--- src/rtl/hz_pkg.sv ---
package hz_pkg;

  localparam int REG_IDX_W = 5;
  localparam int REG_OP_W  = REG_IDX_W + 2;
  localparam int CLASS_W   = 4;

  typedef enum logic [CLASS_W-1:0] {
    CLS_INT        = 4'd0,
    CLS_LOAD       = 4'd1,
    CLS_FSTORE     = 4'd2,
    CLS_ISTORE     = 4'd3,
    CLS_DSHIFT     = 4'd4,
    CLS_FSGL       = 4'd5,
    CLS_FDIV       = 4'd6,
    CLS_FDBL_ARITH = 4'd7,
    CLS_FDBL_OTHER = 4'd8,
    CLS_FIPR       = 4'd9,
    CLS_FTRV       = 4'd10
  } opClass_e;

  typedef struct packed {
    logic                 valid;
    logic                 isFp;
    logic [REG_IDX_W-1:0] idx;
  } regOp_t;

  typedef struct packed {
    logic load;
    logic dec;
  } ctrlStrb_t;

  function automatic logic isFeGroup(input logic [CLASS_W-1:0] c);
    return (c >= CLS_FSGL) && (c <= CLS_FTRV);
  endfunction

  function automatic logic isLsGroup(input logic [CLASS_W-1:0] c);
    return (c >= CLS_LOAD) && (c <= CLS_ISTORE);
  endfunction

  function automatic logic isDblConsumer(input logic [CLASS_W-1:0] c);
    return (c >= CLS_FDBL_ARITH) && (c <= CLS_FTRV);
  endfunction

endpackage

--- src/rtl/hz_match.sv ---
module hz_match
  import hz_pkg::*;
#(
  parameter int NUM_A = 2,
  parameter int NUM_B = 2
) (
  input  regOp_t                       opsA [NUM_A],
  input  regOp_t                       opsB [NUM_B],
  output logic [NUM_A-1:0][NUM_B-1:0]  hit
);

  for (genvar ia = 0; ia < NUM_A; ia++) begin : gRowA
    for (genvar ib = 0; ib < NUM_B; ib++) begin : gColB
      assign hit[ia][ib] = opsA[ia].valid && opsB[ib].valid &&
                           (opsA[ia].isFp == opsB[ib].isFp) &&
                           (opsA[ia].idx == opsB[ib].idx);
    end
  end

endmodule

--- src/rtl/hz_ctrl.sv ---
module hz_ctrl
  import hz_pkg::*;
(
  input  logic      pairValid,
  input  logic      cntZero,
  output ctrlStrb_t strb
);

  always_comb begin
    strb.load = pairValid && cntZero;
    strb.dec  = !cntZero;
  end

endmodule

--- src/rtl/hz_datapath.sv ---
module hz_datapath
  import hz_pkg::*;
#(
  parameter int NUM_SRC = 2,
  parameter int NUM_DST = 2,
  parameter int LAT_W   = 4,
  parameter int CNT_W   = LAT_W + 1
) (
  input  logic                 clk,
  input  logic                 rst,
  input  ctrlStrb_t            strb,
  input  logic [CLASS_W-1:0]   fClass,
  input  logic [CLASS_W-1:0]   sClass,
  input  regOp_t               fSrc [NUM_SRC],
  input  regOp_t               fDst [NUM_DST],
  input  regOp_t               sSrc [NUM_SRC],
  input  regOp_t               sDst [NUM_DST],
  input  logic [LAT_W-1:0]     fLat,
  input  logic [LAT_W-1:0]     fDstLat [NUM_DST],
  output logic [CNT_W-1:0]     calcCount,
  output logic [CNT_W-1:0]     remain,
  output logic                 cntZero
);

  localparam int SW = LAT_W + 3;
  localparam logic signed [SW-1:0] WAR_TRV_PEN = SW'(5);
  localparam logic signed [SW-1:0] WAR_DBL_PEN = SW'(2);
  localparam logic signed [SW-1:0] MIN_FP_LAT  = SW'(2);

  logic [NUM_SRC-1:0][NUM_DST-1:0] flowHit;
  logic [NUM_DST-1:0][NUM_DST-1:0] wawHit;
  logic [NUM_DST-1:0][NUM_SRC-1:0] warHit;

  hz_match #(.NUM_A(NUM_SRC), .NUM_B(NUM_DST)) uFlow (
    .opsA(sSrc), .opsB(fDst), .hit(flowHit)
  );
  hz_match #(.NUM_A(NUM_DST), .NUM_B(NUM_DST)) uOut (
    .opsA(sDst), .opsB(fDst), .hit(wawHit)
  );
  hz_match #(.NUM_A(NUM_DST), .NUM_B(NUM_SRC)) uAnti (
    .opsA(sDst), .opsB(fSrc), .hit(warHit)
  );

  logic                 flowAny, fpFlowAny, shiftHit, wawAny, warAny;
  logic [LAT_W-1:0]     maxDstLat;
  logic signed [SW-1:0] baseLat, flowStall, wawStall, warStall, best;

  always_comb begin
    flowAny   = |flowHit;
    wawAny    = |wawHit;
    warAny    = |warHit;
    shiftHit  = |flowHit[0];
    fpFlowAny = 1'b0;
    for (int si = 0; si < NUM_SRC; si++) begin
      for (int dj = 0; dj < NUM_DST; dj++) begin
        if (flowHit[si][dj] && fDst[dj].isFp) fpFlowAny = 1'b1;
      end
    end
    maxDstLat = '0;
    for (int dj = 0; dj < NUM_DST; dj++) begin
      if (fDst[dj].valid && (fDstLat[dj] > maxDstLat)) maxDstLat = fDstLat[dj];
    end
  end

  // flow (read-after-write) path with class-pair adjustments
  always_comb begin
    baseLat = signed'({{(SW-LAT_W){1'b0}}, fLat});
    if (fpFlowAny && (baseLat < MIN_FP_LAT) && isDblConsumer(sClass))
      baseLat = MIN_FP_LAT;
    if (isFeGroup(fClass) && (sClass == CLS_FSTORE))
      baseLat = baseLat - SW'(1);
    if ((fClass == CLS_LOAD) && (sClass == CLS_DSHIFT) && shiftHit)
      baseLat = baseLat + SW'(1);
    flowStall = flowAny ? baseLat : '0;
  end

  // output (write-after-write) path
  always_comb begin
    wawStall = '0;
    if (wawAny && isFeGroup(fClass) && isLsGroup(sClass)) begin
      if (fClass == CLS_FDIV)
        wawStall = signed'({{(SW-LAT_W){1'b0}}, maxDstLat}) - SW'(1);
      else
        wawStall = signed'({{(SW-LAT_W){1'b0}}, maxDstLat}) - SW'(2);
    end
  end

  // anti (write-after-read) path: fixed penalties
  always_comb begin
    warStall = '0;
    if (warAny) begin
      if (fClass == CLS_FTRV)            warStall = WAR_TRV_PEN;
      else if (fClass == CLS_FDBL_ARITH) warStall = WAR_DBL_PEN;
    end
  end

  always_comb begin
    best = flowStall;
    if (wawStall > best) best = wawStall;
    if (warStall > best) best = warStall;
    if (best < 0) best = '0;
    calcCount = best[CNT_W-1:0];
  end

  always_ff @(posedge clk) begin
    if (rst)            remain <= '0;
    else if (strb.load) remain <= calcCount;
    else if (strb.dec)  remain <= remain - CNT_W'(1);
  end

  assign cntZero = (remain == '0);

endmodule

--- src/rtl/hz_stall_top.sv ---
module hz_stall_top
  import hz_pkg::*;
#(
  parameter int NUM_SRC = 2,
  parameter int NUM_DST = 2,
  parameter int LAT_W   = 4,
  parameter int CNT_W   = LAT_W + 1
) (
  input  logic                          clk,
  input  logic                          rst,
  input  logic                          pairValid,
  input  logic [CLASS_W-1:0]            firstClass,
  input  logic [CLASS_W-1:0]            secondClass,
  input  logic [NUM_SRC*REG_OP_W-1:0]   firstSrc,
  input  logic [NUM_DST*REG_OP_W-1:0]   firstDst,
  input  logic [NUM_SRC*REG_OP_W-1:0]   secondSrc,
  input  logic [NUM_DST*REG_OP_W-1:0]   secondDst,
  input  logic [LAT_W-1:0]              firstLat,
  input  logic [NUM_DST*LAT_W-1:0]      firstDstLat,
  output logic [CNT_W-1:0]              stallCount,
  output logic                          stall
);

  regOp_t           fSrcA [NUM_SRC];
  regOp_t           sSrcA [NUM_SRC];
  regOp_t           fDstA [NUM_DST];
  regOp_t           sDstA [NUM_DST];
  logic [LAT_W-1:0] dstLatA [NUM_DST];

  for (genvar gs = 0; gs < NUM_SRC; gs++) begin : gSrcUnpack
    assign fSrcA[gs] = firstSrc[gs*REG_OP_W +: REG_OP_W];
    assign sSrcA[gs] = secondSrc[gs*REG_OP_W +: REG_OP_W];
  end
  for (genvar gd = 0; gd < NUM_DST; gd++) begin : gDstUnpack
    assign fDstA[gd]   = firstDst[gd*REG_OP_W +: REG_OP_W];
    assign sDstA[gd]   = secondDst[gd*REG_OP_W +: REG_OP_W];
    assign dstLatA[gd] = firstDstLat[gd*LAT_W +: LAT_W];
  end

  ctrlStrb_t        strb;
  logic             cntZero;
  logic [CNT_W-1:0] remain;

  hz_ctrl uCtrl (
    .pairValid(pairValid),
    .cntZero  (cntZero),
    .strb     (strb)
  );

  hz_datapath #(
    .NUM_SRC(NUM_SRC), .NUM_DST(NUM_DST), .LAT_W(LAT_W), .CNT_W(CNT_W)
  ) uData (
    .clk      (clk),
    .rst      (rst),
    .strb     (strb),
    .fClass   (firstClass),
    .sClass   (secondClass),
    .fSrc     (fSrcA),
    .fDst     (fDstA),
    .sSrc     (sSrcA),
    .sDst     (sDstA),
    .fLat     (firstLat),
    .fDstLat  (dstLatA),
    .calcCount(stallCount),
    .remain   (remain),
    .cntZero  (cntZero)
  );

  assign stall = !cntZero;

endmodule

--- config.mk ---
export PLATFORM = sky130hd
export DESIGN_NAME = hz_stall_top
export DESIGN_NICKNAME = d
export VERILOG_FILES = /design/src/rtl/hz_pkg.sv /design/src/rtl/hz_match.sv /design/src/rtl/hz_ctrl.sv /design/src/rtl/hz_datapath.sv /design/src/rtl/hz_stall_top.sv
export SDC_FILE = /design/constraint.sdc
export NUM_CORES = 1
export LEC_CHECK = 0
export ABC_AREA = 1
export BUFFER_PORTS_ARGS = -buffer_cell sky130_fd_sc_hd__clkbuf_2
export CORE_MARGIN = 2
export CORE_UTILIZATION = 40
export DETAILED_ROUTE_END_ITERATION = 16
export GPL_TIMING_DRIVEN = 0
export PLACE_DENSITY_LB_ADDON = 0.12
export RECOVER_POWER = 25
export SYNTH_ARGS = -nofsm -noshare
export SYNTH_HDL_FRONTEND = slang
export SYNTH_SLANG_ARGS = --single-unit
--- constraint.sdc ---
create_clock -name clk -period 11.28 [get_ports clk]
set_input_delay 1.128 -clock clk [delete_from_list [all_inputs] [get_ports clk]]
set_output_delay 1.128 -clock clk [all_outputs]
set_load 0.05 [all_outputs]
==> metrics.md <==
| Metric | Value |
|---|---|
| Outcome | complete, no violations |
| Starting utilization of the core area | 40.8% |
| Mux share of post-synthesis cell area | 0% |
| Largest family of logic cells by synthesized area | simple AND/OR/NAND/NOR gates |
| Final Net Count | 662 |
| Clock buffer count from CTS | 3 |
| Antenna Nets Post-Route | 0 |
| Worst skew pair latency | 220 ps |
| TritonCTS sink count | 5 |
| CP peak stage delay | 470 ps |
| Number of flops mapped to enable cells by yosys | 0 |
| Inserted Diodes | 0 |
| Area of the mapped netlist | 2560 µm² |
| Router iterations before antenna repair | 5 |
| Count of cells resized by post-cts repair | 0 |
| Hold-fix buffers at CTS | 0 |
| Total nets after synthesis | 574 |
| Per-instance average area after synthesis | 5.38 µm² |
| Required @ worst endpoint | 10150 ps |
| Worst Min Path Start | uData.remain[4] |
| Vias in the first global route | 3007 |
| Final setup violation count | 0 |
| Gr usage total | 21.7% |
| Sequential Area | 100 µm² |
| Synth Area in Compound Gates | 17.6% |
| Final hold vios | 0 |
| Largest cells by area after synthesis | nand2_1 20%, inv_1 12%, ha_1 9.3% |
| DR DRC count | 0 |
| Overall via count from detail_route | 3205 |
| CP Class | input pin to primary output |
| Largest register FFs | 5 |
| TritonCTS clock tree | done |
| Via-to-Cell Ratio | 5.01 |
| Starting DRC count in detailed routing | 201 |
| Setup repair after global routing missed its margin | false |
| Count of unique library cells instantiated by Yosys | 49 |
| Share of the cycle needed by the critical path after routing | 70.9% |
| Sequential share of the synthesized area | 3.91% |
| CP Launch Type | input pin |
| Layout cell share with drive strength beyond 1 | 22.0% |
| Cell taking the most area after synthesis | nand2_1 |
| Half-perimeter wire length after placement | 6650 µm |
| Largest regs | uData.remain x5 |
| RePlAce Congestion | 0.880 |
| Highest-delay cell along the critical path | nor3_1 |
| Max-capacitance violation count | 0 |
| Depth of the CTS H-tree | 1 |
| Share of the synthesized netlist area taken by xor and xnor gates | 9.57% |
| Largest buffer count on any clock path | 2 |
| Hold path cells | 2 |
| Final slew viol count | 0 |
| Largest fanout on the critical path | 8 |
| Cell Rows | 29 |
| Cells on worst reg2reg path | 8 |
| Total power divided by cell area | 70.3 nW/µm² |
| Vertical die dimension | 84.0 µm |
| Core region area | 6280 µm² |
| Yosys warns | 0 |
| Worst Tran Pin Value | 595 ps |
| Area share of and/or/nand/nor cells after synthesis | 45.6% |
| Start point of the critical path | firstDst[6] |
| I/O pin total | 85 |
| Number of synthesized register bits | 5 |
| Multi-input gate area | 2100 µm² |
| Slew Limit Headroom | 60.5% |
| Die Area | 7060 µm² |
| Total of buffers placed on input and output ports | 83 |
| WP data arrival | 6860 ps |
| Final Routed Wirelength | 7510 µm |
| Maximum vdd drop | 0.104 mV |
| Adder and majority cell fraction of the synthesized area | 9.28% |
| Final setup skew | 0.178 ps |
| Cell with the most instances on the worst path | nand2_1 |
| Worst setup EP type | primary output |
| Worst min-delay path category | register to register |
| Leak | 1.86 nW |
| Most flop-heavy register | uData.remain |
| Sum of negative setup slack | 0 ps |
| Final critical delay including setup and external delays | 7990 ps |
| Overall overflow remaining after global route | 0 |
| Fill cells | 700 |
| Chip width | 84.0 µm |
| Maximum number of pins on one net before global-route repair | 9 |
| Max Fclk | 125 MHz |
| Most frequent cell after synthesis | nand2_1 |
| Startpoint of the lowest-slack register-to-register path | uData.remain[0] |
| CTS Root Cell | clkbuf_8 |
| Area grow syn2layout | 21.6% |
| First-pass GRT wire length | 13000 µm |
| Number of antenna violations at the first check in global routing | 0 |
| Synth async-reset ratio | 0% |
| Clock edge transition at the registers on the reported setup and hold paths | 40 ps |
| Commonest cells in the netlist | 134 x nand2_1, 79 x inv_1, 47 x nor2_1 |
| Main flop type after synthesis | dfxtp_1 |
| Post-layout utilization of the core | 49.6% |
| Cell count after synthesis | 476 |
| Area share of the leading cell type in the synthesized netlist | 19.6% |
| Average wire per cell in the routed design | 11.7 µm |
| Post-CTS setup buffer count | 0 |
==> kinds of logic after synthesis <==
| family | Yosys count |
|---|---|
| XOR/XNOR | 28 |
| adder cells (fa/ha/maj) | 19 |
| AND/OR/NAND/NOR | 256 |
| flip-flops | 5 |
| AO/OA/AOI/OAI | 73 |
| buffers and inverters | 95 |
==> worst paths after layout <==
check,endpoint,slack (ps)
max,stallCount[1],3290
min,uData.remain[4],500
max reg2reg,uData.remain[2],9510
min reg2reg,uData.remain[4],500
==> cell usage in the layout, fill, tap and decap left out, drive strengths merged, types with 4 or more instances in the layout <==
master / Yosys / layout
nor2: 50 / 50
o22ai: 4 / 4
nor4: 6 / 6
nand4: 8 / 8
dfxtp: 5 / 5
nand3: 32 / 32
ha: 19 / 19
a21oi: 15 / 15
inv: 91 / 91
o211ai: 4 / 4
clkbuf: 0 / 87
o21ai: 31 / 31
xnor2: 15 / 15
xor2: 13 / 13
nor3: 5 / 5
nand2: 145 / 145
a211oi: 4 / 4
==> report_power, final <==
group | internal [mW] | total [mW] | switching [mW]
clock | 0.0243 | 0.0330 | 0.00872
sequential | 0.0230 | 0.0253 | 0.00223
combinational | 0.0567 | 0.161 | 0.104
total | 0.104 | 0.219 | 0.115
==> final cells by class <==
class	count	area share, %
Buffer	1	0.161
Clock buffer	4	1.45
Inverter	94	11.4
Multi-Input combinational cell	376	67.5
Sequential cell	5	3.21
Tap cell	77	3.09
Timing Repair Buffer	83	13.3
==> per-stage QoR <==
step	instance area [µm²]	total power [mW]	worst slack (ps)	instances	hold slack, ps
floorplan	2560	0.138	4420	476	476
global placement	3070	0.183	3660	636	489
detailed placement	3070	0.186	3450	636	491
CTS	3120	0.220	3420	640	499
global route	3120	0.242	2550	640	530
finish	3120	0.219	3290	640	497
==> worst max-delay path: cells and delay by family <==
family	cells	cell delay (ps)
adder cells (fa/ha/maj)	4	1250
AO/OA/AOI/OAI	10	1740
AND/OR/NAND/NOR	15	1820
buffers and inverters	5	900
==> metal layers <==
| metal | wire length, µm | up-vias | GRT usage, % |
|---|---|---|---|
| li1 | - | 1718 | - |
| met1 | 3690 | 1388 | 29.9 |
| met2 | 3370 | 95 | 37.3 |
| met3 | 424 | 4 | 1.58 |
| met4 | 25 | 0 | 3.52 |
| met5 | 0 | - | 0 |
No activity file was read; power rests on OpenSTA's default activity.
